**src/rtl/wdt_scaled.sv**
```systemverilog
module wdt_scaled #(
  parameter int UNIT_DIV = 60,
  parameter int DW       = 8
) (
  input  logic          clk,
  input  logic          rst_n,
  input  logic          tick,
  input  logic          wr_en,
  input  logic [1:0]    addr,
  input  logic [DW-1:0] wdata,
  output logic [DW-1:0] rdata,
  input  logic          mouse_irq,
  input  logic          kbd_irq,
  input  logic          kbd_p20,
  output logic          timeout_o,
  output logic [3:0]    irq_code,
  output logic          smi_o
);
  localparam int PW = (UNIT_DIV > 1) ? $clog2(UNIT_DIV) : 1;
  localparam logic [PW-1:0] PLAST = PW'(UNIT_DIV - 1);
  localparam logic [DW-1:0] ONE = DW'(1);

  logic [DW-1:0] mode_q, rld_q, cnt_q;
  logic [PW-1:0] presc_q;
  logic [3:0]    route_q;
  logic          mrst_en_q, krst_en_q, fired_q, tmo_q;

  wire wr_mode   = wr_en && addr == 2'd0;
  wire wr_tmo    = wr_en && addr == 2'd1;
  wire wr_ctl    = wr_en && addr == 2'd2;
  wire long_unit = mode_q[3];
  wire p20_en    = mode_q[2];

  wire unit      = tick && (!long_unit || presc_q == PLAST);
  wire restart   = ((mouse_irq && mrst_en_q) || (kbd_irq && krst_en_q)) && rld_q != '0;
  wire expire    = unit && cnt_q == ONE && !wr_tmo && !restart;
  wire force_now = (wr_ctl && wdata[5]) || (p20_en && kbd_p20);
  wire fire      = (expire || force_now) && !fired_q;
  wire clr_flag  = wr_ctl && !wdata[4];

  always_ff @(posedge clk) begin
    if (!rst_n) begin
      mode_q    <= '0;
      rld_q     <= '0;
      cnt_q     <= '0;
      presc_q   <= '0;
      route_q   <= '0;
      mrst_en_q <= 1'b0;
      krst_en_q <= 1'b0;
      fired_q   <= 1'b0;
      tmo_q     <= 1'b0;
    end else begin
      if (wr_mode) mode_q <= wdata;
      if (wr_ctl) begin
        mrst_en_q <= wdata[7];
        krst_en_q <= wdata[6];
        route_q   <= wdata[3:0];
      end
      if (wr_tmo) begin
        rld_q <= wdata;
        cnt_q <= wdata;
      end else if (restart) begin
        cnt_q <= rld_q;
      end else if (unit && cnt_q != '0) begin
        cnt_q <= cnt_q - ONE;
      end
      if (wr_tmo || restart || !long_unit) presc_q <= '0;
      else if (tick) presc_q <= (presc_q == PLAST) ? '0 : presc_q + PW'(1);
      fired_q <= fire || (fired_q && !clr_flag);
      tmo_q   <= fire;
    end
  end

  always_comb begin
    case (addr)
      2'd0:    rdata = mode_q;
      2'd1:    rdata = cnt_q;
      2'd2:    rdata = DW'({mrst_en_q, krst_en_q, 1'b0, fired_q, route_q});
      default: rdata = '0;
    endcase
  end

  assign timeout_o = tmo_q;
  assign irq_code  = fired_q ? route_q : 4'd0;
  assign smi_o     = fired_q && route_q == 4'd2;
endmodule

```
**config.mk**
```make
export PLATFORM = sky130hd
export DESIGN_NAME = wdt_scaled
export DESIGN_NICKNAME = d
export VERILOG_FILES = /design/src/rtl/wdt_scaled.sv
export SDC_FILE = /design/constraint.sdc
export NUM_CORES = 1
export LEC_CHECK = 0
export BUFFER_PORTS_ARGS = -buffer_cell sky130_fd_sc_hd__buf_2
export CORE_ASPECT_RATIO = 0.9
export CORE_UTILIZATION = 35
export DETAILED_ROUTE_END_ITERATION = 10
export HOLD_SLACK_MARGIN = 0.15
export PLACE_DENSITY_LB_ADDON = 0.1
export SLEW_MARGIN = 20
export SYNTH_ARGS = -nofsm -noshare
export SYNTH_HDL_FRONTEND = slang
export SYNTH_SLANG_ARGS = --single-unit
export TNS_END_PERCENT = 1
```
**constraint.sdc**
```tcl
create_clock -name clk -period 3.9 [get_ports clk]
set_clock_uncertainty 0.2 [all_clocks]
set_input_delay 0.195 -clock clk [delete_from_list [all_inputs] [get_ports clk]]
set_output_delay 0.195 -clock clk [all_outputs]
set_load 0.02 [all_outputs]
```
== After elaboration in Yosys (flattened, before gate mapping) ==
Cells that the tools add are included.
Word-level totals
  register bits after elaboration: 38
  output and inout port bits: 14
  logic and storage cells: 58
Cells by class
  add/subtract/negate cells: 2
  eq/ne operators: 5
  mux-type cells: 6
  bitwise operators: 1
  reductions and logical operators: 35
Operator list (count)
  8-bit two-way mux: 3
  8-bit one-hot mux with 3 select lines: 1
  1-bit logical AND: 17
  8-bit nonzero test: 2
  8-bit by 1-bit equality test with 1-bit output, second input constant: 1
  8-bit by 1-bit subtractor with 8-bit output, second input constant: 1
  1-bit logical OR: 7
  6-bit by 1-bit adder with 6-bit output, second input constant: 1
  6-bit equality test, second input constant: 1
  1-bit logical NOT: 6
  6-bit two-way mux: 1
  4-bit by 2-bit equality test with 1-bit output, second input constant: 1
  4-bit two-way mux: 1
  3-bit nonzero test: 1
  2-bit by 1-bit equality test with 1-bit output, second input constant: 1
  2-bit equality test, second input constant: 1
  2-bit logical NOT: 1
  2-bit OR reduction: 1
  1-bit inverter: 1

== Logic depth before layout (Yosys ltp) ==
Gate-level depths: netlist (run 1).
  depth in word-level cells: 9
  mapped depth: 8
  depth with buffers taken out: 7

== Least setup slack after synthesis (run 1) ==
OpenSTA, ideal clock, no wires.
  path kind: register to register
  start: reg presc_q[0]
  end: reg cnt_q[7]
  library setup time: 116 ps
  data arrival time: 1509 ps
  data required time: 3584 ps
  setup slack: 2074 ps
  stages on the path, launching flop included: 7
  buffers on the path: 0
  path through: dfxtp_1 -> ha_1 -> nand2_1 -> o32ai_4 -> nand4_1 -> xnor2_1 -> a31o_2
On the way
  longest elaborated chain between the ends: 5
Ends and longest elaborated chain
  start: declaration: RTL line 24  | logic [PW-1:0] presc_q;
  start signal: assignment: RTL line 68  | else if (tick) presc_q <= (presc_q == PLAST) ? '0 : presc_q + PW'(1);
  6-bit equality test: RTL line 34  | wire unit = tick && (!long_unit || presc_q == PLAST);
  1-bit logical OR: RTL line 34
  1-bit logical AND: RTL line 34
  1-bit logical AND: RTL line 64  | end else if (unit && cnt_q != '0) begin
  3-bit nonzero test (no source line)
  end signal: assignment: RTL line 61  | cnt_q <= wdata;
  end signal: assignment: RTL line 63  | cnt_q <= rld_q;
  end signal: assignment: RTL line 65  | cnt_q <= cnt_q - ONE;
  end: declaration: RTL line 23  | logic [DW-1:0] mode_q, rld_q, cnt_q;
Every way passes these cells.
A chain may end at the register's enable or synchronous reset.

== Worst setup path in the final report (run 1) ==
  start: in wr_en
  end: reg fired_q
On the way
  longest elaborated chain between the ends: 7
  elaborated cells on any way between the ends: 13
  classes of those cells: reduce/logical: 13
Ends and longest elaborated chain
  start: declaration: RTL line 8  | input logic wr_en,
  1-bit logical AND: RTL line 29  | wire wr_tmo = wr_en && addr == 2'd1;
  1-bit logical NOT: RTL line 36  | wire expire = unit && cnt_q == ONE && !wr_tmo && !restart;
  1-bit logical AND (2 in a row): RTL line 36
  1-bit logical OR: RTL line 38  | wire fire = (expire || force_now) && !fired_q;
  1-bit logical AND: RTL line 38
  1-bit logical OR (*): RTL line 69  | fired_q <= fire || (fired_q && !clr_flag);
  end signal: assignment: RTL line 69
  end: declaration: RTL line 26  | logic mrst_en_q, krst_en_q, fired_q, tmo_q;
Mark *: on every way between the ends. The rest lies on a longest branch, timed or not.

==> results of run 1 <==
==> metal layers <==
metal | up-vias | wire length [µm] | GRT usage
met3 | 7 | 266 | 0.03926
met4 | 0 | 70 | 0.06513
met5 | - | 0 | 0
met2 | 43 | 2401 | 0.2984
met1 | 865 | 2852 | 0.2836
li1 | 950 | - | -
==> sequential cells by signal (all words and copies together), names as in the netlist <==
name,flops
krst_en_q,1
presc_q,6
timeout_o,1
mode_q,8
route_q,4
fired_q,1
cnt_q,8
rld_q,8
mrst_en_q,1
==> cell type report <==
type,instances,area share
clock inverters,2,0.005013
flip-flops and latches,38,0.3048
repair buffers,48,0.1303
multi-input cells,182,0.4812
inverters,7,0.01053
clock buffers,6,0.03308
well taps,70,0.03509
==> kinds of logic (layout without fill, tap and decap cells) <==
logic type,after synthesis,in the layout,share of synthesized area
simple gates,100,100,0.2486
compound gates,51,51,0.1862
flops,38,38,0.3723
mux,21,21,0.1029
buf+inv,19,63,0.03981
xor+xnor,6,6,0.02572
fa+ha+maj,4,4,0.02450
==> through the flow <==
stage / setup WS, ps / instance area [µm²] / std cells / hold WS, ps
after floorplan: 2074 / 2043 / 239 / 126.2
after global placement: 1765 / 2241 / 329 / 263.1
after detailed placement: 1705 / 2241 / 329 / 268.8
after CTS: 1126 / 2496 / 353 / 280.6
after global routing: 1002 / 2496 / 353 / 313.5
final: 1119 / 2496 / 353 / 284.3
==> worst max-delay path, cell delays in order <==
cell and delay (ps):
dlygate4sd3_1 510, buf_2 220, and3b_1 620, nor2_4 150, and3_2 230, o311a_1 270
dlygate4sd3_1 550
==> cells in the mapped netlist (2+ instances only) <==
cell type / instances / share of area
xnor2_1: 5 / 0.021
o21ai_0: 10 / 0.024
inv_1: 7 / 0.013
nor2_1: 23 / 0.042
a211oi_1: 2 / 0.0073
a21oi_1: 18 / 0.044
buf_2: 8 / 0.020
and2_1: 4 / 0.012
nand3_2: 2 / 0.0098
nand4_1: 4 / 0.012
nor3b_1: 2 / 0.0073
and3_2: 2 / 0.0073
nor3_1: 11 / 0.027
a31oi_1: 2 / 0.0061
nand2_1: 32 / 0.059
nor4b_1: 3 / 0.013
a31o_2: 2 / 0.0086
clkbuf_1: 3 / 0.0055
nand3_1: 10 / 0.024
mux2i_1: 21 / 0.10
a222oi_1: 2 / 0.0098
ha_1: 4 / 0.024
dfxtp_1: 38 / 0.37
==> report_power, final <==
group | leakage [nW] | internal [mW] | switching (mW)
combinational | 0.623 | 0.168 | 0.197
sequential | 0.309 | 0.428 | 0.0649
clock | 0.0472 | 0.142 | 0.151
total | 0.980 | 0.738 | 0.412
==> final timing paths <==
check                           slack [ps]  cells past startpoint         end
worst max-delay path                  1120                      7     fired_q
worst min-delay path                   280                      2  route_q[1]
worst max register to register        1530                      6     fired_q
worst min register to register         280                      2  route_q[1]
==> flow_summary.yaml, run 1 <==
status:
  status: "completed"
power:
  finalPower_mw: 1.151
  ir_worst_vdd_mv: 0.2022
  leakage_nw: 0.9795
  pwr_density_cell_mw_per_mm2: 461.0
final_layout:
  filler_cell_count: 598
  synthToLayoutAreaGrowth_pct: 22.17
  mostFrequentLayoutCells: "dfxtp_1, nand2_1, buf_2"
  register_area_um2: 760.7
  multi_input_gate_area_mm2: 0.001201
  mostFrequentLayoutCell: "dfxtp_1"
  layout-drive-gt1-share: 0.1908
  antenna_cells_inserted: 0
  num-nets-final: 303
  finalCoreUtilization: 0.4410
timing:
  rsz0062_at_grt: "false"
  period_needed_ps: 2781
  tightest_slew_ps: 992.8
  timing_max_transition_violations_final: 0
  timing.fmax_mhz: 359.6
  slew-limit-headroom: 0.3374
  fin_setup_tns_ps: 0
  period_share: 0.7131
  setup_viol: 0
  endpoints_failing_hold: 0
yosys:
  post_synthesis_cell_type_count: 47
  syn-num-nets: 260
  most_instantiated_flip_flop_cell_in_the_synthesis_netlist: "dfxtp_1"
  syn_inst: 239
  synth.avg_cell_area_um2: 8.549
  synth_area_mm2: 0.002043
  async_reset_ff_frac: 0
  synth_sequential_area_ratio: 0.3723
  synthesis.yosys.warnings: 0
  synth.ff_latch_count: 38
  synth_enable_flop_cells: 0
global_routing:
  grt_antenna_before_repair: 0
  grt.total_usage: 0.1986
  global_route.overflow_total: 0
  grt_pass1_vias: 1690
  maximum_number_of_pins_on_one_net_before_global_route_repair: 30
  grt_pass1_wl_mm: 8.852
run:
  maxCapViolations: 0
critical_path:
  critPathLaunchType: "primary input"
  timing.critical_path.fanout_max: 16
  timing.critical_path.from: "wr_en"
  cp.arrival_ps: 2760
  crit_required_ps: 3880
  setup.worst_path.end_class: "flip-flop"
  critPathKind: "in2reg"
  timing.rr.start: "mrst_en_q"
placement:
  gpl.final_weighted_congestion: 0.7762
  port_buffers: 30
  place_hpwl_mm: 3.928
die:
  floorplan.die_area_mm2: 0.006148
  io_pins: 31
  num_rows: 26
  floorplan.core_area_mm2: 0.005660
  die_height_um: 74.49
  die_width_um: 82.54
  initial_core_util: 0.3610
route:
  vias_post_dr: 1865
  count_of_unresolved_drc_violations_after_routing: 0
  route.detailed.vias_per_inst: 5.283
  route.final.wire_length_mm: 5.591
  drt_iter0_markers: 132
  drtPass1Iterations: 4
  drtAntennaViolNets: 0
  route.detailed.wl_per_inst_um: 15.84
clock_tree:
  cts.sinks: 38
  tritoncts: "done"
  post_cts_resize_count: 0
  post_cts.repair.setup_buffers: 0
  htreeDepth: 2
  path_clk_slew_ps: 80
  worstSkewPairLatency_ps: 290
  ctsLongestPathBuffers: 2
  cts_hold_repair.buffers: 16
  clock-root-buffer: "clkbuf_8"
  cts-buffers-inserted: 5
min_path:
  hold_path.class: "reg2reg"
  origin_of_the_worst_min_delay_path: "route_q[1]"
Power figures use the tool's default switching activity.
==> run 2, diff against run 1 <==
==> constraint.sdc (replaced) <==
create_clock -name clk -period 2.5 [get_ports clk]
set_clock_uncertainty 0.2 [all_clocks]
set_input_delay 0.125 -clock clk [delete_from_list [all_inputs] [get_ports clk]]
set_output_delay 0.125 -clock clk [all_outputs]
set_load 0.02 [all_outputs]
==> flow_summary.yaml, run 2 (synthesized netlist as in run 1, its figures left out) <==
clock_tree:
  cts.sinks: 38
  post_cts.repair.setup_buffers: 0
  htreeDepth: 2
  post_cts_resize_count: 0
  tritoncts: "done"
  ctsLongestPathBuffers: 2
  worstSkewPairLatency_ps: 290
  path_clk_slew_ps: 80
  clock-root-buffer: "clkbuf_8"
  cts-buffers-inserted: 5
placement:
  dpl_cell_area_mm2: 0.002271
  place_hpwl_mm: 4.038
  port_buffers: 30
  gpl.final_weighted_congestion: 0.7923
global_routing:
  global_route.overflow_total: 0
  grt_pass1_wl_mm: 8.901
  grt.total_usage: 0.1981
  grt_antenna_before_repair: 0
  maximum_number_of_pins_on_one_net_before_global_route_repair: 16
  grt_pass1_vias: 1668
final_layout:
  num-nets-final: 306
  antenna_cells_inserted: 0
  mostFrequentLayoutCells: "dfxtp_1, nand2_1, buf_2"
  finish.instance_area_mm2: 0.002512
  layout-drive-gt1-share: 0.1993
  synthToLayoutAreaGrowth_pct: 22.96
  mostFrequentLayoutCell: "dfxtp_1"
  reg_top3: "cnt_q (8), mode_q (8), rld_q (8)"
critical_path:
  timing.critical_path.slowest_stage_cell: "dlygate4sd3_1"
  cp.arrival_ps: 2050
  worst-path-stages: 7
  crit_path_cell_trace: "dlygate4sd3_1 -> buf_2 -> and3b_1 -> buf_4 -> a211o_4 -> o21ai_0 -> a31oi_1"
  timing.critical_path.fanout_max: 10
  critPathKind: "in2reg"
  critical_path.top_delay_family: "buffers and inverters"
  worst-path-buf-inv: 3
  r2r_cells: 6
  crit_required_ps: 2480
  setup.worst_path.end_class: "flip-flop"
  critPathLaunchType: "primary input"
  cpPeakStageDelay_ps: 530
run:
  maxCapViolations: 0
timing:
  timing.fmax_mhz: 483.9
  period_needed_ps: 2067
  tightest_slew_ps: 553.1
  setup_viol: 0
  fin_setup_tns_ps: 0
  endpoints_failing_hold: 0
  period_share: 0.8266
  timing_max_transition_violations_final: 0
  slew-limit-headroom: 0.6261
  rsz0062_at_grt: "false"
power:
  finalPower_mw: 1.784
  pwr_density_cell_mw_per_mm2: 710.1
  ir_worst_vdd_mv: 0.3224
  leakage_nw: 0.9937
die:
  num_rows: 26
  floorplan.core_area_mm2: 0.005660
  floorplan.die_area_mm2: 0.006148
  die_width_um: 82.54
  io_pins: 31
  initial_core_util: 0.3610
  die_height_um: 74.49
route:
  route.final.wire_length_mm: 5.573
  count_of_unresolved_drc_violations_after_routing: 0
  route.detailed.wl_per_inst_um: 15.65
  route.detailed.vias_per_inst: 5.275
  drtPass1Iterations: 4
  drtAntennaViolNets: 0
  drt_iter0_markers: 139
  vias_post_dr: 1878
min_path:
  hold_path.class: "in2reg"
  hold_path_depth: 4
status:
  status: "completed"
==> run 2: cell count changes in the layout (fill, tap and decap cells not counted) <==
cell           previous run  this run
buf_4                     2         6
dlygate4sd3_1            16        15
clkinvlp_4                1         0
clkbuf_1                  0         1
==> run 2: routing by layer <==
layer	share of wire	global-route usage	routed length (µm)
met5	0	0	0
met2	0.45	0.2938	2491
met3	0.042	0.03558	236
met4	0.0079	0.06897	44
met1	0.50	0.2874	2801
==> run 2: final timing paths <==
path                                  from        end  slack, ps
worst max-delay path                 wr_en   cnt_q[1]        430
worst min-delay path               addr[1]  mode_q[7]        180
worst max register to register  presc_q[0]   cnt_q[7]        500
worst min register to register    rld_q[4]   rld_q[4]        280
==> run 2: per-stage QoR <==
step | hold WS (ps) | util | setup slack (ps) | cells
after floorplan | 56.25 | - | 674.4 | 239
after global routing | 236.4 | 0.4439 | 337.7 | 356
final | 175.9 | 0.4439 | 433.5 | 356
after CTS | 170.6 | 0.4439 | 452.9 | 356
after detailed placement | 221.2 | 0.4012 | 521.4 | 333
after global placement | 221.7 | 0.4012 | 538.6 | 333
==> run 2: cell type report <==
type,instances,area [µm²]
Clock inverter,1,5.005
Sequential cell,38,760.7
Fill cell,610,3148
Timing Repair Buffer,51,345.3
Multi-Input combinational cell,182,1201
Clock buffer,7,86.33
Inverter,7,26.28
Tap cell,70,87.58
==> run 2: worst reg2reg max path: cells and delay by family, from the launching register on <==
kind / cells / cell delay [ps]
AOI/OAI and AO/OA: 2 / 650
DFF: 1 / 370
and+or+nand+nor: 2 / 310
adders and majority gates: 1 / 200
xor gates and xnor gates: 1 / 160
==> run 2: what timing repair did <==
action                     in CTS  in global routing
setup endpoints to repair       0                  0
hold endpoints to repair       38                  0
hold buffers                   15                  0
==> run 2: report_power, final <==
part,internal (mW),switching [mW]
sequential,0.668,0.0882
clock,0.223,0.219
combinational,0.267,0.319
==> run 3, diff against run 2 <==
==> constraint.sdc (replaced) <==
create_clock -name clk -period 1.9 [get_ports clk]
set_clock_uncertainty 0.2 [all_clocks]
set_input_delay 0.095 -clock clk [delete_from_list [all_inputs] [get_ports clk]]
set_output_delay 0.095 -clock clk [all_outputs]
set_load 0.02 [all_outputs]
==> flow_summary.yaml, run 3 (synthesized netlist as in run 1, its figures left out) <==
power:
  leakage_nw: 1.148
  ir_worst_vdd_mv: 0.4365
  pwr_density_cell_mw_per_mm2: 922.7
final_layout:
  antenna_cells_inserted: 0
  mostFrequentLayoutCells: "dfxtp_1, buf_4, nand2_1"
  final_cells: 382
  mostFrequentLayoutCell: "dfxtp_1"
  num-nets-final: 332
  synthToLayoutAreaGrowth_pct: 35.39
  finalCoreUtilization: 0.4887
  finish.instance_area_mm2: 0.002766
  reg_top3: "cnt_q (8), mode_q (8), rld_q (8)"
  layout-drive-gt1-share: 0.2981
clock_tree:
  htreeDepth: 2
  ctsLongestPathBuffers: 2
  cts.sinks: 38
  path_clk_slew_ps: 80
  cts-buffers-inserted: 5
  clock-root-buffer: "clkbuf_8"
  worstSkewPairLatency_ps: 300
  tritoncts: "done"
route:
  route.final.wire_length_mm: 6.000
  drt_iter0_markers: 87
  drtAntennaViolNets: 0
  route.detailed.wl_per_inst_um: 15.71
  drtPass1Iterations: 4
  route.detailed.vias_per_inst: 5.277
  vias_post_dr: 2016
  count_of_unresolved_drc_violations_after_routing: 0
timing:
  fin_ws_ps: 55.42
  timing_max_transition_violations_final: 0
  endpoints_failing_hold: 0
  tightest_slew_ps: 422.3
  worst_hold_slack_ps: 198.5
  setup_viol: 0
  period_share: 0.9708
  slew-limit-headroom: 0.7185
  rsz0062_at_grt: "true"
  period_needed_ps: 1845
  timing.fmax_mhz: 542.1
critical_path:
  cp.arrival_ps: 1840
  timing.rr.start: "presc_q[1]"
  cpPeakStageDelay_ps: 530
  crit_required_ps: 1890
  timing.critical_path.fanout_max: 7
  setup.worst_path.end_class: "flip-flop"
  r2r_cells: 6
  reg2reg_slack_ps: 60
  critical_path.top_delay_family: "buffers and inverters"
  critPathKind: "in2reg"
  timing.critical_path.slowest_stage_cell: "dlygate4sd3_1"
  regToRegEndpoint: "cnt_q[0]"
  worst-path-buf-inv: 3
  crit_path_cell_trace: "dlygate4sd3_1 -> buf_2 -> and3b_1 -> buf_4 -> a211o_4 -> o21ai_0 -> a31oi_1"
  critPathLaunchType: "primary input"
die:
  initial_core_util: 0.3610
  io_pins: 31
  die_width_um: 82.54
  num_rows: 26
  floorplan.die_area_mm2: 0.006148
  floorplan.core_area_mm2: 0.005660
  die_height_um: 74.49
global_routing:
  grt.total_usage: 0.2080
  grt_pass1_vias: 1753
  global_route.overflow_total: 0
  grt_pass1_wl_mm: 9.218
  maximum_number_of_pins_on_one_net_before_global_route_repair: 16
  grt_antenna_before_repair: 0
run:
  maxCapViolations: 0
placement:
  dpl_cell_area_mm2: 0.002421
  port_buffers: 30
  place_hpwl_mm: 4.325
  placedCellCount: 353
  gpl.final_weighted_congestion: 0.8322
  placement.setup.worst_slack_ps: 6.318
status:
  status: "completed"
min_path:
  origin_of_the_worst_min_delay_path: "kbd_irq"
  holdPathEnd: "cnt_q[6]"
  hold_path.class: "in2reg"
  hold_path_depth: 4
## run 3: layout make-up
| class | count | area (µm²) |
|---|---|---|
| multi-input cells | 182 | 1247 |
| flip-flops and latches | 38 | 765.7 |
| well taps | 70 | 87.58 |
| inverters | 7 | 26.28 |
| clock inverters | 1 | 5.005 |
| fillers | 569 | 2894 |
| clock buffers | 7 | 86.33 |
| repair buffers | 77 | 548.0 |
## run 3: worst max path at each step
stage	cells past startpoint	slack (ps)	startpoint	end
after global placement	5	10	rld_q[5]	presc_q[3]
after detailed placement	6	6	presc_q[1]	cnt_q[7]
after floorplan	6	70	presc_q[0]	cnt_q[7]
final	7	60	wr_en	cnt_q[1]
after global routing	6	-50	presc_q[1]	cnt_q[5]
after CTS	5	-2	rld_q[5]	presc_q[5]
## run 3: power by group
part | internal (mW) | switching (mW) | total [mW] | leakage [nW]
clock network | 0.293 | 0.311 | 0.605 | 0.0482
logic | 0.494 | 0.513 | 1.01 | 0.789
registers | 0.877 | 0.0636 | 0.941 | 0.311
## run 3: tightest hold or removal path, stage by stage
cell and delay [ps]:
buf_2 110, a22o_1 220, nand3_1 130, a311oi_2 100
## run 3: stage by stage
| stage | total power [mW] | TNS (ps) |
|---|---|---|
| after floorplan | 1.539 | 0 |
| after global placement | 1.864 | 0 |
| after detailed placement | 1.859 | 0 |
| after CTS | 2.487 | -2.264 |
| after global routing | 2.706 | -100.4 |
| final | 2.552 | 0 |
## run 3: metal layers
metal  GRT usage  vias to the layer above  share of wire
li1            -                     1004              -
met1      0.2956                      949           0.50
met2      0.3113                       55           0.44
met3     0.05276                        8          0.046
met4     0.05747                        0          0.013
met5           0                        -              0
## run 3: timing repair
action                                  CTS  global route
endpoints found under the hold margin    38             0
gates cloned                              0             0
endpoints found under the setup margin    3            13
setup buffers                             0             8
gates resized for setup                   1            13
hold buffers                             13             0
pin swaps                                 0            15
